--- src/rtl/ixreg_pkg.sv ---
package ixreg_pkg;

  // direct word roles (behaviour depends on these positions)
  localparam int unsigned SEL_WORD    = 0;
  localparam int unsigned PORT_WORD   = 1;
  localparam int unsigned LOCKED_WORD = 2;
  localparam int unsigned CTRL_WORD   = 4;
  localparam int unsigned CTRL_KEEP_BITS = 7;

  // indirect slot roles
  localparam int unsigned HIDDEN_SLOT = 3;
  localparam int unsigned FROZEN_SLOT = 11;
  localparam int unsigned REV_SLOT    = 12;
  localparam int unsigned ID_SLOT     = 25;
  localparam int unsigned REV_FREE_BIT = 6;

  localparam logic [7:0] REV_CODE = 8'h8A;
  localparam logic [7:0] ID_CODE  = 8'hA0;

  typedef enum logic [1:0] {
    DK_PLAIN,
    DK_PORT,
    DK_LOCKED,
    DK_CTRL
  } dir_kind_e;

  typedef enum logic [1:0] {
    SK_PLAIN,
    SK_FROZEN,
    SK_REV
  } slot_kind_e;

  function automatic dir_kind_e dir_kind(int unsigned w);
    if (w == PORT_WORD)   return DK_PORT;
    if (w == LOCKED_WORD) return DK_LOCKED;
    if (w == CTRL_WORD)   return DK_CTRL;
    return DK_PLAIN;
  endfunction

  function automatic slot_kind_e slot_kind(int unsigned s);
    if (s == FROZEN_SLOT || s == ID_SLOT) return SK_FROZEN;
    if (s == REV_SLOT)                    return SK_REV;
    return SK_PLAIN;
  endfunction

  function automatic logic [7:0] slot_init(int unsigned s);
    if (s == REV_SLOT) return REV_CODE;
    if (s == ID_SLOT)  return ID_CODE;
    return 8'h00;
  endfunction

endpackage

--- src/rtl/ixreg_reset_sync.sv ---
module ixreg_reset_sync (
  input  logic clk,
  input  logic rst_n,
  output logic rst_n_sync
);
  logic [1:0] stage_q;

  always_ff @(posedge clk or negedge rst_n) begin
    if (!rst_n) stage_q <= 2'b00;
    else        stage_q <= {stage_q[0], 1'b1};
  end

  assign rst_n_sync = stage_q[1];
endmodule

--- src/rtl/ixreg_direct.sv ---
module ixreg_direct
  import ixreg_pkg::*;
#(
  parameter int N_DIR  = 16,
  parameter int DATA_W = 32,
  parameter int IDX_W  = 5,
  localparam int WAW   = $clog2(N_DIR)
) (
  input  logic              clk,
  input  logic              rst_n,
  input  logic              wr_en,
  input  logic [WAW-1:0]    word,
  input  logic [DATA_W-1:0] wdata,
  output logic              soft_rst,
  output logic [IDX_W-1:0]  idx,
  output logic [DATA_W-1:0] rd_word
);
  localparam logic [DATA_W-1:0] CTRL_MASK = DATA_W'((1 << CTRL_KEEP_BITS) - 1);

  logic [N_DIR-1:0][DATA_W-1:0] bank;

  assign soft_rst = wr_en && (word == WAW'(CTRL_WORD)) && wdata[0];

  for (genvar i = 0; i < N_DIR; i++) begin : g_word
    localparam dir_kind_e KIND = dir_kind(i);
    if (KIND == DK_PLAIN || KIND == DK_CTRL) begin : g_store
      logic              hit;
      logic              en;
      logic [DATA_W-1:0] q;
      logic [DATA_W-1:0] d;

      assign hit = wr_en && (word == WAW'(i));
      assign en  = hit || soft_rst;

      always_comb begin
        d = q;
        if (hit) begin
          if (KIND == DK_CTRL) d = wdata & CTRL_MASK;
          else                 d = wdata;
        end else if (soft_rst) begin
          d = '0;
        end
      end

      always_ff @(posedge clk or negedge rst_n) begin
        if (!rst_n)  q <= '0;
        else if (en) q <= d;
      end

      assign bank[i] = q;
    end else begin : g_none
      // port word lives in the indirect bank, locked word is constant
      assign bank[i] = '0;
    end
  end

  assign idx     = bank[SEL_WORD][IDX_W-1:0];
  assign rd_word = bank[word];

  // soft reset clears the index and keeps the masked control value
  a_r8_soft_reset: assert property (@(posedge clk) disable iff (!rst_n)
    soft_rst |=> (bank[SEL_WORD] == '0) && (bank[CTRL_WORD] == ($past(wdata) & CTRL_MASK)));

  // a control write without bit 0 stores masked value
  a_r9_ctrl_plain: assert property (@(posedge clk) disable iff (!rst_n)
    (wr_en && word == WAW'(CTRL_WORD) && !wdata[0]) |=> bank[CTRL_WORD] == ($past(wdata) & CTRL_MASK));

  // a new index is visible on the cycle after the write
  a_r10_index_update: assert property (@(posedge clk) disable iff (!rst_n)
    (wr_en && word == WAW'(SEL_WORD)) |=> idx == $past(wdata[IDX_W-1:0]));

  // plain words store the full value
  a_r2_store: assert property (@(posedge clk) disable iff (!rst_n)
    (wr_en && word != WAW'(CTRL_WORD) && word != WAW'(PORT_WORD) && word != WAW'(LOCKED_WORD))
      |=> bank[$past(word)] == $past(wdata));

  // the locked word never holds anything
  a_r7_locked_zero: assert property (@(posedge clk) disable iff (!rst_n)
    (wr_en && word == WAW'(LOCKED_WORD)) |=> bank[LOCKED_WORD] == '0);
endmodule

--- src/rtl/ixreg_indirect.sv ---
module ixreg_indirect
  import ixreg_pkg::*;
#(
  parameter int N_IND = 32,
  parameter int IND_W = 8,
  localparam int IDX_W = $clog2(N_IND)
) (
  input  logic             clk,
  input  logic             rst_n,
  input  logic             soft_rst,
  input  logic             port_wr,
  input  logic [IDX_W-1:0] idx,
  input  logic [IND_W-1:0] wdata,
  output logic [IND_W-1:0] rd_byte
);
  logic [N_IND-1:0][IND_W-1:0] bank;

  for (genvar s = 0; s < N_IND; s++) begin : g_slot
    localparam slot_kind_e KIND = slot_kind(s);
    localparam logic [IND_W-1:0] INIT = IND_W'(slot_init(s));
    if (KIND == SK_PLAIN) begin : g_plain
      logic             hit;
      logic             en;
      logic [IND_W-1:0] q;
      logic [IND_W-1:0] d;

      assign hit = port_wr && (idx == IDX_W'(s));
      assign en  = hit || soft_rst;

      always_comb begin
        d = q;
        if (soft_rst) d = INIT;
        else if (hit) d = wdata;
      end

      always_ff @(posedge clk or negedge rst_n) begin
        if (!rst_n)  q <= INIT;
        else if (en) q <= d;
      end

      assign bank[s] = q;
    end else if (KIND == SK_REV) begin : g_rev
      // only one bit of the revision slot is writable
      logic hit;
      logic en;
      logic q;
      logic d;

      assign hit = port_wr && (idx == IDX_W'(s));
      assign en  = hit || soft_rst;

      always_comb begin
        d = q;
        if (soft_rst) d = INIT[REV_FREE_BIT];
        else if (hit) d = wdata[REV_FREE_BIT];
      end

      always_ff @(posedge clk or negedge rst_n) begin
        if (!rst_n)  q <= INIT[REV_FREE_BIT];
        else if (en) q <= d;
      end

      always_comb begin
        bank[s] = INIT;
        bank[s][REV_FREE_BIT] = q;
      end
    end else begin : g_frozen
      assign bank[s] = INIT;
    end
  end

  assign rd_byte = (idx == IDX_W'(HIDDEN_SLOT)) ? '0 : bank[idx];

  // revision slot keeps its code and takes one bit from the write
  a_r6_rev_update: assert property (@(posedge clk) disable iff (!rst_n)
    (port_wr && idx == IDX_W'(REV_SLOT) && !soft_rst)
      |=> bank[REV_SLOT] == (($past(wdata) & IND_W'(8'h40)) | IND_W'(REV_CODE)));

  // soft reset restores the slot bank
  a_r8_ind_clear: assert property (@(posedge clk) disable iff (!rst_n)
    soft_rst |=> (bank[0] == '0) && (bank[REV_SLOT] == IND_W'(REV_CODE)) && (bank[HIDDEN_SLOT] == '0));

  // the identity slot never moves away from its code
  a_r5_id_hold: assert property (@(posedge clk) disable iff (!rst_n)
    (port_wr && idx == IDX_W'(ID_SLOT)) |=> bank[ID_SLOT] == IND_W'(ID_CODE));
endmodule

--- src/rtl/ixreg_block.sv ---
module ixreg_block
  import ixreg_pkg::*;
#(
  parameter int N_DIR  = 16,
  parameter int N_IND  = 32,
  parameter int DATA_W = 32,
  parameter int IND_W  = 8,
  localparam int ADDR_W = $clog2(N_DIR) + 2
) (
  input  logic              clk,
  input  logic              rst_n,
  input  logic              bus_en,
  input  logic              bus_we,
  input  logic [ADDR_W-1:0] bus_addr,
  input  logic [DATA_W-1:0] bus_wdata,
  output logic [DATA_W-1:0] bus_rdata,
  output logic              irq
);
  localparam int WAW   = $clog2(N_DIR);
  localparam int IDX_W = $clog2(N_IND);

  logic              rst_n_int;
  logic [WAW-1:0]    word;
  logic              wr_en;
  logic              port_wr;
  logic              soft_rst;
  logic [IDX_W-1:0]  idx;
  logic [DATA_W-1:0] rd_word;
  logic [IND_W-1:0]  rd_byte;
  logic              unused_byte_bits;

  assign word             = bus_addr[ADDR_W-1:2];
  assign unused_byte_bits = ^bus_addr[1:0];
  assign wr_en            = bus_en && bus_we;
  assign port_wr          = wr_en && (word == WAW'(PORT_WORD));

  ixreg_reset_sync u_rst (
    .clk        (clk),
    .rst_n      (rst_n),
    .rst_n_sync (rst_n_int)
  );

  ixreg_direct #(
    .N_DIR  (N_DIR),
    .DATA_W (DATA_W),
    .IDX_W  (IDX_W)
  ) u_direct (
    .clk      (clk),
    .rst_n    (rst_n_int),
    .wr_en    (wr_en),
    .word     (word),
    .wdata    (bus_wdata),
    .soft_rst (soft_rst),
    .idx      (idx),
    .rd_word  (rd_word)
  );

  ixreg_indirect #(
    .N_IND (N_IND),
    .IND_W (IND_W)
  ) u_indirect (
    .clk      (clk),
    .rst_n    (rst_n_int),
    .soft_rst (soft_rst),
    .port_wr  (port_wr),
    .idx      (idx),
    .wdata    (bus_wdata[IND_W-1:0]),
    .rd_byte  (rd_byte)
  );

  always_comb begin
    if (word == WAW'(PORT_WORD)) bus_rdata = DATA_W'(rd_byte);
    else                         bus_rdata = rd_word;
  end

  assign irq = 1'b0;

  // hidden slot reads as zero through the port
  a_r4_hidden_read: assert property (@(posedge clk) disable iff (!rst_n_int)
    (bus_en && !bus_we && word == WAW'(PORT_WORD) && idx == IDX_W'(HIDDEN_SLOT)) |-> bus_rdata == '0);

  // port reads carry only one byte
  a_r3_port_width: assert property (@(posedge clk) disable iff (!rst_n_int)
    (bus_en && word == WAW'(PORT_WORD)) |-> bus_rdata[DATA_W-1:IND_W] == '0);
endmodule

--- config.mk ---
export PLATFORM = sky130hd
export DESIGN_NAME = ixreg_block
export DESIGN_NICKNAME = d
export VERILOG_FILES = /design/src/rtl/ixreg_pkg.sv /design/src/rtl/ixreg_reset_sync.sv /design/src/rtl/ixreg_direct.sv /design/src/rtl/ixreg_indirect.sv /design/src/rtl/ixreg_block.sv
export SDC_FILE = /design/constraint.sdc
export NUM_CORES = 1
export LEC_CHECK = 0
export BUFFER_PORTS_ARGS = -buffer_cell sky130_fd_sc_hd__clkbuf_2
export CAP_MARGIN = 20
export CORE_MARGIN = 2
export CORE_UTILIZATION = 47
export CTS_BUF_LIST = sky130_fd_sc_hd__clkbuf_4 sky130_fd_sc_hd__clkbuf_8 sky130_fd_sc_hd__clkbuf_16
export CTS_CLUSTER_DIAMETER = 80
export CTS_CLUSTER_SIZE = 8
export DETAILED_ROUTE_END_ITERATION = 8
export PLACE_DENSITY = 0.67
export SLEW_MARGIN = 20
export SYNTH_ARGS = -nofsm -noshare
export SYNTH_HDL_FRONTEND = slang
export SYNTH_SLANG_ARGS = --single-unit
--- constraint.sdc ---
create_clock -name clk -period 27.7 [get_ports clk]
set_clock_uncertainty 0.05 [all_clocks]
set_input_delay 2.77 -clock clk [delete_from_list [all_inputs] [get_ports clk]]
set_output_delay 2.77 -clock clk [all_outputs]
set_load 0.05 [all_outputs]
==> qor.yml <==
status: "completed"
postCtsSetupBuffers: 0
ys_warn_count: 0
antenna_left: 0
wl_mm: 93.1
hold_path.class: "register to register"
synth_edf_count: 0
postSynthCellCount: 3449
cts.sinks: 658
ios: 75
synthDistinctLibCells: 61
antenna_found_initial: 2
synth_top_area_share_pct: 51.9
numCtsBuffers: 92
grt_overflow: 0
fmax_mhz: 110
holdPathStages: 0
start_util_pct: 47.4
place_congestion: 0.824
syn2layout_area_growth_pct: 10.1
wl_met1_mm: 39.4
dr.pass1.iters: 8
clk_latency_ns: 0.64
finalCriticalPeriod_ns: 9.05
cts_resized: 0
syn_area_um2: 31800
synth-seq-cells: 658
fin_crit_sh_pct: 32.7
diodes: 0
post-route-drc-count: 0
grt_max_degree: 210
dpl.cell_count: 4127
multi_input_area_um2: 14000
yosys-top-cells-area: "dfrtp_1 (52%), nand2_1 (15%), mux4_2 (7.9%)"
clock-root-buffer: "clkbuf_16"
fp.dieArea_um2: 69700
grtUsageTotal_pct: 26.8
hpwlAfterDp_mm: 51.1
coreArea_um2: 67000
dominantRegCellSynth: "dfrtp_1"
avgSynthCellArea_um2: 9.21
die_y_um: 264
drive_gt1_share_pct: 13.6
critPathMaxFanout: 62
port-buffer-count: 71
htree_levels: 3
nNetsFinal: 3392
synth_top_cell_by_area: "dfrtp_1"
wl_met3_mm: 6.80
finalNonFillerCells: 4232
cts_hold_buf: 0
die_w_um: 264
worstPathArrival_ns: 6.23
ir_worst_vdd_v: 0.0000626
rr_worst_depth: 7
cap_violations: 0
cts.path.max_buffers: 3
clk_pin_slew_worst_paths_ns: 0.05
total_leakage_power_nw: 16.3
via_per_inst: 5.95
worst_pin_slew_ns: 1.13
maxSlewViolCount: 0
rows: 95
vias: 25177
setup_violations: 0
cts_tree: "yes"
setup_tns_ns: 0
regArea_um2: 16500
grt_pass1_wl_mm: 146
rsz0062_at_grt: "no"
grt_pass1_vias: 24900
yosysSeqAreaShare_pct: 51.9
n_fill_cell: 6113
p_total_mw: 2.57
slew_headroom_pct: 24.2
hold_viol: 0
critPathLaunchType: "input pin"
synthesis.nets: 3491
required_ns: 24.88
dr_wl_met2_mm: 43.8
post_drt_wl_per_cell_um: 22.0
crit_type: "input pin to primary output"
drtIter0Drc: 2853
routed.top_layer: "met5"
power_density_nw_per_um2: 73.6
setup.worst_path.end_class: "primary output"
synthArstFlopShare_pct: 100
state kept, by name, indices dropped and copies added (netlist names):
signal and cells:
u_direct.g_word.g_store.q 423, u_indirect.g_slot.g_plain.q 232, u_indirect.g_slot.g_rev.q 1, u_rst.stage_q 2
cells in the final DEF (no fill, tap or decap), drive strengths merged, types with 6 or more instances in the layout:
| cell type | synthesis | layout |
|---|---|---|
| nand2 | 1245 | 1245 |
| dfrtp | 658 | 658 |
| nand3 | 298 | 298 |
| o21ai | 196 | 196 |
| a21oi | 193 | 193 |
| clkbuf | 185 | 165 |
| mux4 | 112 | 112 |
| nor2 | 93 | 93 |
| mux2 | 62 | 62 |
| mux2i | 62 | 62 |
| buf | 136 | 59 |
| a22o | 24 | 24 |
| nor3 | 19 | 19 |
| a22oi | 17 | 17 |
| a222oi | 15 | 15 |
| inv | 12 | 14 |
| and2 | 14 | 14 |
| o2111ai | 9 | 9 |
| nand2b | 8 | 8 |
| nor2b | 8 | 8 |
| or2 | 7 | 7 |
| nand4 | 6 | 6 |
| clkinv | 1 | 6 |
layer usage:
layer,GRT usage (%),vias to the layer above
li1,-,11415
met1,37.4,12496
met2,42.7,1050
met3,4.43,214
met4,9.24,2
met5,0,-
final cells by class:
type                    count  area share, %
clock inverters             7          0.333
clock buffers              96           6.72
inverters                  13          0.140
flip-flops and latches    658           47.1
well taps                 873           3.12
multi-input cells        2457           40.1
repair buffers            128           2.49
worst paths after layout:
check | endpoint | slack (ns) | startpoint
max reg2reg | u_indirect.g_slot[23].g_plain.q[4] | 24.21 | u_direct.g_word[0].g_store.q[0]
min in group asynchronous | u_direct.g_word[15].g_store.q[16] | 0.36 | u_rst.stage_q[1]
max | bus_rdata[31] | 18.65 | bus_addr[3]
max in group asynchronous | u_direct.g_word[0].g_store.q[3] | 24.93 | u_rst.stage_q[1]
min reg2reg | u_rst.stage_q[1] | 0.31 | u_rst.stage_q[0]
min | u_rst.stage_q[1] | 0.31 | u_rst.stage_q[0]
cell families after synthesis:
logic type / synth area share (%)
AND/OR/NAND/NOR: 22.3
flip-flops: 51.9
AO/OA/AOI/OAI: 9.30
buffers and inverters: 4.46
multiplexers: 12.1
other: 0.0237
cell usage after synthesis (4+ instances only):
| library cell | instances |
|---|---|
| or2_2 | 7 |
| mux2_2 | 62 |
| clkbuf_1 | 185 |
| nor2b_1 | 8 |
| inv_1 | 12 |
| o211ai_1 | 5 |
| and3_1 | 5 |
| mux2i_1 | 62 |
| buf_2 | 97 |
| a222oi_1 | 15 |
| o221ai_1 | 4 |
| nand2b_1 | 8 |
| o2111ai_1 | 9 |
| o21ai_0 | 193 |
| a22oi_1 | 17 |
| a31oi_1 | 4 |
| or3_1 | 4 |
| a21oi_1 | 193 |
| buf_6 | 4 |
| a31o_2 | 4 |
| nand3_1 | 295 |
| buf_1 | 32 |
| nor3_1 | 15 |
| dfrtp_1 | 658 |
| a221o_1 | 4 |
| mux4_2 | 112 |
| o31ai_1 | 5 |
| nor2_1 | 93 |
| nand4_1 | 6 |
| and2_1 | 14 |
| a22o_1 | 24 |
| nand2_1 | 1243 |
critical path, stage by stage:
cell and delay (ns):
buf_4 0.75, buf_4 0.76, nand2b_1 0.36, nor2_1 0.89, nand2_1 0.13, o2111ai_1 0.19
clkbuf_2 0.36
power by group:
part           internal, mW  switching (mW)
combinational         0.158           0.251
sequential             1.09          0.0728
clock                 0.595           0.411
stage by stage:
stage | instance area, µm² | hold WS [ns] | utilization [%] | setup slack [ns]
detailed placement | 32400 | 0.290 | 48.4 | 18.40
CTS | 34900 | 0.313 | 52.1 | 18.42
finish | 35000 | 0.312 | 52.2 | 18.65
floorplan | 31800 | 0.281 | - | 7.95
global placement | 32400 | 0.292 | 48.4 | 18.43
global route | 35000 | 0.325 | 52.2 | 18.52
Note: power is estimated with default switching activity, not from simulation.
